**src/rtl/miss3c_pkg.sv**
```systemverilog
package miss3c_pkg;
  // Per-access classification, one-hot when a result is valid
  typedef struct packed {
    logic hit;
    logic compulsory;
    logic capacity;
    logic conflict;
  } cls_flags_t;

  // Index of each running counter
  typedef enum int {
    CNT_ACC  = 0,
    CNT_HIT  = 1,
    CNT_COMP = 2,
    CNT_CAP  = 3,
    CNT_CONF = 4
  } cnt_sel_e;

  localparam int NUM_CNT = 5;
endpackage

```
**src/rtl/lru_tag_store.sv**
```systemverilog
// Tag-only LRU store: NSET sets of WAYS ways, age rank 0 = most recent.
module lru_tag_store #(
  parameter int SETS  = 4,
  parameter int WAYS  = 2,
  parameter int TAG_W = 6,
  localparam int IDX_W = (SETS > 1) ? $clog2(SETS) : 1,
  localparam int AGE_W = (WAYS > 1) ? $clog2(WAYS) : 1
) (
  input  logic             clk,
  input  logic             rst_n,
  input  logic             clr,
  input  logic             lookup,
  input  logic [IDX_W-1:0] idx,
  input  logic [TAG_W-1:0] tag,
  output logic             hit
);
  localparam int NSET = 2 ** IDX_W;
  localparam logic [AGE_W-1:0] AGE_MAX = AGE_W'(WAYS - 1);

  logic             valid_q [NSET][WAYS];
  logic             valid_d [NSET][WAYS];
  logic [AGE_W-1:0] age_q   [NSET][WAYS];
  logic [AGE_W-1:0] age_d   [NSET][WAYS];
  logic [TAG_W-1:0] tag_q   [NSET][WAYS];

  logic [WAYS-1:0]  hit_vec;
  logic [AGE_W-1:0] sel_way;
  logic [AGE_W-1:0] sel_age;
  logic             tag_we;

  always_comb begin
    for (int w = 0; w < WAYS; w++)
      hit_vec[w] = valid_q[idx][w] && (tag_q[idx][w] == tag);
  end
  assign hit = |hit_vec;

  // Way choice: hitting way, else first invalid way, else oldest way
  always_comb begin : pick
    logic found;
    found   = 1'b0;
    sel_way = '0;
    for (int w = 0; w < WAYS; w++)
      if (!found && hit_vec[w]) begin
        sel_way = AGE_W'(w);
        found   = 1'b1;
      end
    for (int w = 0; w < WAYS; w++)
      if (!found && !valid_q[idx][w]) begin
        sel_way = AGE_W'(w);
        found   = 1'b1;
      end
    for (int w = 0; w < WAYS; w++)
      if (!found && age_q[idx][w] == AGE_MAX) begin
        sel_way = AGE_W'(w);
        found   = 1'b1;
      end
  end
  assign sel_age = age_q[idx][sel_way];
  assign tag_we  = lookup && !clr && !hit;

  always_comb begin
    valid_d = valid_q;
    age_d   = age_q;
    if (clr) begin
      for (int s = 0; s < NSET; s++)
        for (int w = 0; w < WAYS; w++) begin
          valid_d[s][w] = 1'b0;
          age_d[s][w]   = AGE_MAX;
        end
    end else if (lookup) begin
      for (int w = 0; w < WAYS; w++) begin
        if (AGE_W'(w) == sel_way) begin
          valid_d[idx][w] = 1'b1;
          age_d[idx][w]   = '0;
        end else if (age_q[idx][w] < sel_age) begin
          age_d[idx][w] = age_q[idx][w] + 1'b1;
        end
      end
    end
  end

  always_ff @(posedge clk or negedge rst_n) begin
    if (!rst_n) begin
      for (int s = 0; s < NSET; s++)
        for (int w = 0; w < WAYS; w++) begin
          valid_q[s][w] <= 1'b0;
          age_q[s][w]   <= AGE_MAX;
        end
    end else begin
      valid_q <= valid_d;
      age_q   <= age_d;
    end
  end

  always_ff @(posedge clk) begin
    if (tag_we) tag_q[idx][sel_way] <= tag;
  end

  // a line can sit in at most one way of its set
  p_single_way_r3: assert property (@(posedge clk) disable iff (!rst_n)
    lookup |-> $onehot0(hit_vec));

  // a line just looked up is resident on the next access to it
  p_resident_after_r3: assert property (@(posedge clk) disable iff (!rst_n)
    (lookup && !clr) ##1 (lookup && idx == $past(idx) && tag == $past(tag)) |-> hit);
endmodule

```
**src/rtl/first_touch.sv**
```systemverilog
// Bitmap of lines referenced since reset or clear.
module first_touch #(
  parameter int LINE_W = 8,
  localparam int LINES = 2 ** LINE_W
) (
  input  logic              clk,
  input  logic              rst_n,
  input  logic              clr,
  input  logic              lookup,
  input  logic [LINE_W-1:0] line,
  output logic              seen
);
  logic [LINES-1:0] seen_q;
  logic [LINES-1:0] seen_d;

  assign seen = seen_q[line];

  always_comb begin
    seen_d = seen_q;
    if (clr)         seen_d = '0;
    else if (lookup) seen_d[line] = 1'b1;
  end

  always_ff @(posedge clk or negedge rst_n) begin
    if (!rst_n) seen_q <= '0;
    else        seen_q <= seen_d;
  end

  // once touched, a line stays marked until clear
  p_marked_r4: assert property (@(posedge clk) disable iff (!rst_n)
    (lookup && !clr) |=> seen_q[$past(line)]);
endmodule

```
**src/rtl/sat_counter.sv**
```systemverilog
module sat_counter #(
  parameter int W = 32
) (
  input  logic         clk,
  input  logic         rst_n,
  input  logic         clr,
  input  logic         inc,
  output logic [W-1:0] cnt
);
  logic [W-1:0] cnt_d;

  always_comb begin
    cnt_d = cnt;
    if (clr)                cnt_d = '0;
    else if (inc && ~&cnt)  cnt_d = cnt + 1'b1;
  end

  always_ff @(posedge clk or negedge rst_n) begin
    if (!rst_n) cnt <= '0;
    else        cnt <= cnt_d;
  end

  // a full counter never wraps
  p_no_wrap_r9: assert property (@(posedge clk) disable iff (!rst_n)
    (&cnt && !clr) |=> &cnt);
endmodule

```
**src/rtl/miss_classifier.sv**
```systemverilog
module miss_classifier
  import miss3c_pkg::*;
#(
  parameter int WAYS   = 2,
  parameter int SETS   = 4,
  parameter int LINE_W = 8,
  parameter int CNT_W  = 32
) (
  input  logic              clk,
  input  logic              rst_n,
  input  logic              clr,
  input  logic              acc_valid,
  input  logic [LINE_W-1:0] acc_line,
  output logic              res_valid,
  output logic              res_hit,
  output logic              res_compulsory,
  output logic              res_capacity,
  output logic              res_conflict,
  output logic [CNT_W-1:0]  cnt_access,
  output logic [CNT_W-1:0]  cnt_hit,
  output logic [CNT_W-1:0]  cnt_compulsory,
  output logic [CNT_W-1:0]  cnt_capacity,
  output logic [CNT_W-1:0]  cnt_conflict,
  output logic [CNT_W-1:0]  net_conflict
);
  localparam int SA_IDX_BITS = (SETS > 1) ? $clog2(SETS) : 0;
  localparam int SA_IDX_W    = (SETS > 1) ? SA_IDX_BITS : 1;
  localparam int SA_TAG_W    = LINE_W - SA_IDX_BITS;
  localparam int FA_ENTRIES  = WAYS * SETS;

  logic                acc_go;
  logic                sa_hit, fa_hit, seen;
  logic [SA_IDX_W-1:0] sa_idx;
  cls_flags_t          cls_d, cls_q;
  logic                valid_q;
  logic [CNT_W-1:0]    net_d, net_q;
  logic [NUM_CNT-1:0]  cnt_inc;
  logic [CNT_W-1:0]    cnt_val [NUM_CNT];

  assign acc_go = acc_valid && !clr;

  generate
    if (SETS > 1) begin : g_idx
      assign sa_idx = acc_line[SA_IDX_BITS-1:0];
    end else begin : g_noidx
      assign sa_idx = '0;
    end
  endgenerate

  lru_tag_store #(.SETS(SETS), .WAYS(WAYS), .TAG_W(SA_TAG_W)) i_sa (
    .clk(clk), .rst_n(rst_n), .clr(clr), .lookup(acc_go),
    .idx(sa_idx), .tag(acc_line[LINE_W-1:SA_IDX_BITS]), .hit(sa_hit));

  lru_tag_store #(.SETS(1), .WAYS(FA_ENTRIES), .TAG_W(LINE_W)) i_fa (
    .clk(clk), .rst_n(rst_n), .clr(clr), .lookup(acc_go),
    .idx(1'b0), .tag(acc_line), .hit(fa_hit));

  first_touch #(.LINE_W(LINE_W)) i_ft (
    .clk(clk), .rst_n(rst_n), .clr(clr), .lookup(acc_go),
    .line(acc_line), .seen(seen));

  always_comb begin
    cls_d            = '0;
    cls_d.hit        = acc_go && sa_hit;
    cls_d.compulsory = acc_go && !sa_hit && !seen;
    cls_d.capacity   = acc_go && !sa_hit && seen && !fa_hit;
    cls_d.conflict   = acc_go && !sa_hit && seen && fa_hit;
  end

  always_comb begin
    net_d = net_q;
    if (clr)                          net_d = '0;
    else if (acc_go && !sa_hit && fa_hit) net_d = net_q + 1'b1;
    else if (acc_go && sa_hit && !fa_hit) net_d = net_q - 1'b1;
  end

  always_ff @(posedge clk or negedge rst_n) begin
    if (!rst_n) begin
      valid_q <= 1'b0;
      cls_q   <= '0;
      net_q   <= '0;
    end else begin
      valid_q <= acc_go;
      cls_q   <= cls_d;
      net_q   <= net_d;
    end
  end

  assign cnt_inc[CNT_ACC]  = acc_go;
  assign cnt_inc[CNT_HIT]  = cls_d.hit;
  assign cnt_inc[CNT_COMP] = cls_d.compulsory;
  assign cnt_inc[CNT_CAP]  = cls_d.capacity;
  assign cnt_inc[CNT_CONF] = cls_d.conflict;

  generate
    for (genvar g = 0; g < NUM_CNT; g++) begin : g_cnt
      sat_counter #(.W(CNT_W)) i_cnt (
        .clk(clk), .rst_n(rst_n), .clr(clr),
        .inc(cnt_inc[g]), .cnt(cnt_val[g]));
    end
  endgenerate

  assign res_valid      = valid_q;
  assign res_hit        = cls_q.hit;
  assign res_compulsory = cls_q.compulsory;
  assign res_capacity   = cls_q.capacity;
  assign res_conflict   = cls_q.conflict;
  assign cnt_access     = cnt_val[CNT_ACC];
  assign cnt_hit        = cnt_val[CNT_HIT];
  assign cnt_compulsory = cnt_val[CNT_COMP];
  assign cnt_capacity   = cnt_val[CNT_CAP];
  assign cnt_conflict   = cnt_val[CNT_CONF];
  assign net_conflict   = net_q;

  // every accepted access yields a result next cycle
  p_result_follows_r1: assert property (@(posedge clk) disable iff (!rst_n)
    (acc_valid && !clr) |=> res_valid);

  // no access, no result and no flags
  p_quiet_r1: assert property (@(posedge clk) disable iff (!rst_n)
    !(acc_valid && !clr) |=> (!res_valid && cls_q == '0));

  // exactly one label per result
  p_one_label_r2: assert property (@(posedge clk) disable iff (!rst_n)
    res_valid |-> ($countones(cls_q) == 1));

  // a first reference misses in both finite models
  p_first_misses_r4: assert property (@(posedge clk) disable iff (!rst_n)
    (acc_go && !seen) |-> (!sa_hit && !fa_hit));

  // net counter moves by at most one per cycle
  p_net_step_r8: assert property (@(posedge clk) disable iff (!rst_n)
    !clr |=> (net_q == $past(net_q) || net_q == $past(net_q) + 1'b1 ||
              net_q == $past(net_q) - 1'b1));

  // clear empties counters
  p_clear_r10: assert property (@(posedge clk) disable iff (!rst_n)
    clr |=> (net_q == '0 && cnt_val[CNT_ACC] == '0 && !res_valid));
endmodule

```
**config.mk**
```make
export PLATFORM = sky130hd
export DESIGN_NAME = miss_classifier
export DESIGN_NICKNAME = d
export VERILOG_FILES = /design/src/rtl/miss3c_pkg.sv /design/src/rtl/lru_tag_store.sv /design/src/rtl/first_touch.sv /design/src/rtl/sat_counter.sv /design/src/rtl/miss_classifier.sv
export SDC_FILE = /design/constraint.sdc
export NUM_CORES = 1
export LEC_CHECK = 0
export BUFFER_PORTS_ARGS = -buffer_cell sky130_fd_sc_hd__buf_2
export CAP_MARGIN = 20
export CORE_MARGIN = 2
export CORE_UTILIZATION = 35
export CTS_CLUSTER_SIZE = 8
export DETAILED_ROUTE_END_ITERATION = 16
export PLACE_DENSITY = 0.61
export SYNTH_ARGS = -nofsm -noshare
export SYNTH_HDL_FRONTEND = slang
export SYNTH_SLANG_ARGS = --single-unit
```
**constraint.sdc**
```tcl
create_clock -name clk -period 9.7 [get_ports clk]
set_input_delay 0.97 -clock clk [delete_from_list [all_inputs] [get_ports clk]]
set_output_delay 0.97 -clock clk [all_outputs]
set_load 0.01 [all_outputs]
```
==> flow_summary_export.csv <==
group,metric,value,unit
placement,pre_cts_ws,2.061,ns
synth,ys_warn_count,0,
cts,clk-insertion-delay-late,0.62,ns
timing,setup_viol,0,
cts,cts_tree,"yes",
pwr,internal-power,4.533,mW
cts,cts_setup_buffers,0,
floorplan,die-area,88190,µm²
worst_setup_path,cp.arrival,7.49,ns
floorplan,die_h,297.0,µm
worst_setup_path,startpoint_type,"primary input",
timing,min_period,6.947,ns
synth,yosysUniqueCellTypes,87,
pwr,p_sw_share,24.23,%
worst_setup_path,slowest_stage,"nor4_1",
timing,relSlewSlack,23.37,%
global_route,grt_pass1_wl,122600,µm
synth,syn_area_per_cell,11.63,µm²
cts,clk_pin_slew,0.05,ns
timing,grt_setup_unrepaired,"no",
cts,ctsHoldBuffers,0,
cts,cts_sinks,613,
timing,finalHoldViolCount,0,
routing,ant_nets,0,
floorplan,die_x,297.0,µm
pwr,p_seq_share,45.6,%
pwr,power_frac_clock,46.0,%
timing,setup_tns,0,ns
finish,diodes,0,
timing,clock_skew,0.02608,ns
finish,fin_cells,3939,
worst_setup_path,crit_path_end_kind,"flop",
cts,cts_max_path_buffers,3,
synth,synth-edff-count,112,
global_route,first_global_vias,20810,
floorplan,fp.coreArea,85150,µm²
synth,synth_seq_cells,613,
pwr,static-leakage-power,14.35,nW
routing,firstDrtPassIters,5,
finish,nets,2825,
pwr,irDropWorstVdd,119.2,µV
global_route,grt_max_degree,133,
timing,finalMaxSlewViolations,0,
pwr,p_per_area,173.3,nW/µm²
floorplan,rows,107,
floorplan,start_util,35.28,%
global_route,antenna_found_initial,0,
cts,cts-htree-levels,3,
synth,synth_commonest_cells,"dfrtp_1, o2bb2ai_1, nor2_1",
worst_setup_path,slowest_delay,0.80,ns
cts,root_buffer,"clkbuf_16",
global_route,grt_use_total,17.09,%
routing,drt-initial-drc-count,1766,
synth,yosys.area.top_type_share,39.07,%
finish,areaGrowthSynthToFinish,14.91,%
synth,yosysSeqAreaShare,53.07,%
floorplan,io_pins,209,
placement,gp_congestion,0.8193,
pwr,p_comb_share,8.5,%
worst_setup_path,cpMostUsedCell,"a21o_1",
timing,fin_ws,2.753,ns
worst_setup_path,worstPathCellList,"buf_6 > buf_4 > mux4_2 > nand4_1 > nor4_1 > nor3_2 > o21ai_2 > buf_4 > ha_1 > a21o_1 > a21o_1 > a21o_1 > or3_1 > a211oi_1 > o21ai_0 > a21o_1 > a211oi_1 > a21oi_1 > a31oi_1 > xnor2_1 > or3_1 > a21oi_1",
finish,drive_gt1_share,17.71,%
outcome,outcome,"completed",
routing,wire_per_inst,19.23,µm
pwr,p_switching,1.450,mW
cts,cts-resized-gates,0,
flow_run,cap_violations,0,
routing,routed_wl,75760,µm
global_route,grt-ovfl-total,0,
synth,synth_nets,2655,
finish,fillCellCount,8165,
synth,syn_area,30040,µm²
placement,dp_hpwl,47560,µm
synth,synthArstFlopShare,81.73,%
worst_setup_path,cp_max_fo,58,
hold_path,hp-class,"primary input to asynchronous set/reset pin",
routing,vias,21420,
synth,ys_top_cells_by_area,"dfrtp_1, edfxtp_1, mux4_2, o2bb2ai_1, xor2_1",
cts,cts_buffers,86,
timing,fmax,144.0,MHz
synth,syn_inst,2583,
placement,portBuffers,208,
routing,vias_per_cell,5.438,
synth,yosys.area.top_type,"dfrtp_1",
timing,worst_pin_slew,1.146,ns
timing,post-route-period-util,71.62,%
finish,final_util,40.54,%
worst_setup_path,cp.required,10.24,ns
routing,drc,0,
placement,place_inst,3808,
synth,ys.flop_type,"dfrtp_1",
synth,yosysMostFrequentCell,"dfrtp_1",
worst_setup_path,crit_type,"primary input to flop",
final timing paths:
path | startpoint | endpoint | slack, ns | depth (start not counted)
max in group asynchronous | rst_n | i_ft.seen_q[227] | 7.26 | 3
worst min-delay path | rst_n | g_cnt[3].i_cnt.cnt[9] | 0.35 | 1
worst min register to register | i_ft.seen_q[173] | i_ft.seen_q[173] | 0.48 | 1
worst max register to register | i_sa.tag_q[3][10] | net_conflict[31] | 3.61 | 21
worst max-delay path | acc_line[0] | net_conflict[31] | 2.75 | 22
min in group clk | i_ft.seen_q[173] | i_ft.seen_q[173] | 0.48 | 1
kinds of logic (layout without fill, tap and decap cells):
| group | Yosys count | count (layout) | synth area share [%] |
|---|---|---|---|
| AO/OA/AOI/OAI | 560 | 560 | 14.08 |
| XOR/XNOR | 231 | 231 | 6.735 |
| adder cells (fa/ha/maj) | 60 | 60 | 2.524 |
| buffers and inverters | 197 | 409 | 2.745 |
| flip-flops | 613 | 613 | 53.07 |
| multiplexers | 110 | 110 | 7.877 |
| AND/OR/NAND/NOR | 812 | 812 | 12.97 |
routing by layer:
layer,track usage (%),vias to the layer above,wire (µm)
met5,0,-,0
met1,25.02,10780,35590
met2,26.13,610,34320
li1,-,9911,-
met3,3.050,117,4413
met4,4.449,0,1432
critical path, delay by kind of cell:
family          cells  cell delay [ns]
compound gates     11             2.43
xor+xnor            1             0.09
fa+ha+maj           1             0.35
buf+inv             3             1.44
mux                 1             0.37
simple gates        5             1.73
cell usage in the layout, fill, tap and decap left out, drive strengths merged, types with 55 or more instances in the layout:
master	count
o2bb2ai	256
edfxtp	112
mux4	101
clkbuf	128
buf	232
o21ai	65
nand2	204
a21oi	95
dfrtp	469
ha	59
xor2	130
nor2	257
xnor2	101
nand4	55
nand3	82
state kept, by name (all words and copies together), names as in the netlist, 8 cells and up:
signal and cells:
i_ft.seen_q 256, g_cnt.i_cnt.cnt 160, i_fa.tag_q 64, i_sa.tag_q 48
net_conflict 32, i_fa.age_q 24, i_fa.valid_q 8, i_sa.age_q 8
i_sa.valid_q 8
final cells by class:
class | count | area, µm² | share of cell area (%)
sequential | 613 | 15940 | 46.18
clock buffer | 127 | 2380 | 6.895
inverter | 46 | 180.2 | 0.5220
clock inverter | 3 | 41.29 | 0.1196
timing repair buffer | 233 | 1266 | 3.668
tap | 1144 | 1431 | 4.147
multi-input combinational | 1773 | 13280 | 38.47
through the flow:
stage / hold slack [ns] / total power [mW] / cell area [µm²]
2_1_floorplan: 0.4495 / 3.110 / 30040
3_3_place_gp: 0.4630 / 3.273 / 32090
3_5_place_dp: 0.4677 / 3.274 / 32090
4_1_cts: 0.3988 / 6.059 / 34510
5_1_grt: 0.4164 / 6.240 / 34520
6_report: 0.3452 / 5.983 / 34520
power groups by stage:
stage / Sequential (mW) / Clock, mW / Combinational, mW
after floorplan: 2.75 / 0 / 0.356
after global placement: 2.77 / 0 / 0.505
after detailed placement: 2.77 / 0 / 0.507
after CTS: 2.72 / 2.83 / 0.509
after global routing: 2.73 / 2.94 / 0.571
final: 2.73 / 2.75 / 0.506
Note: power is estimated with default switching activity, not from simulation.
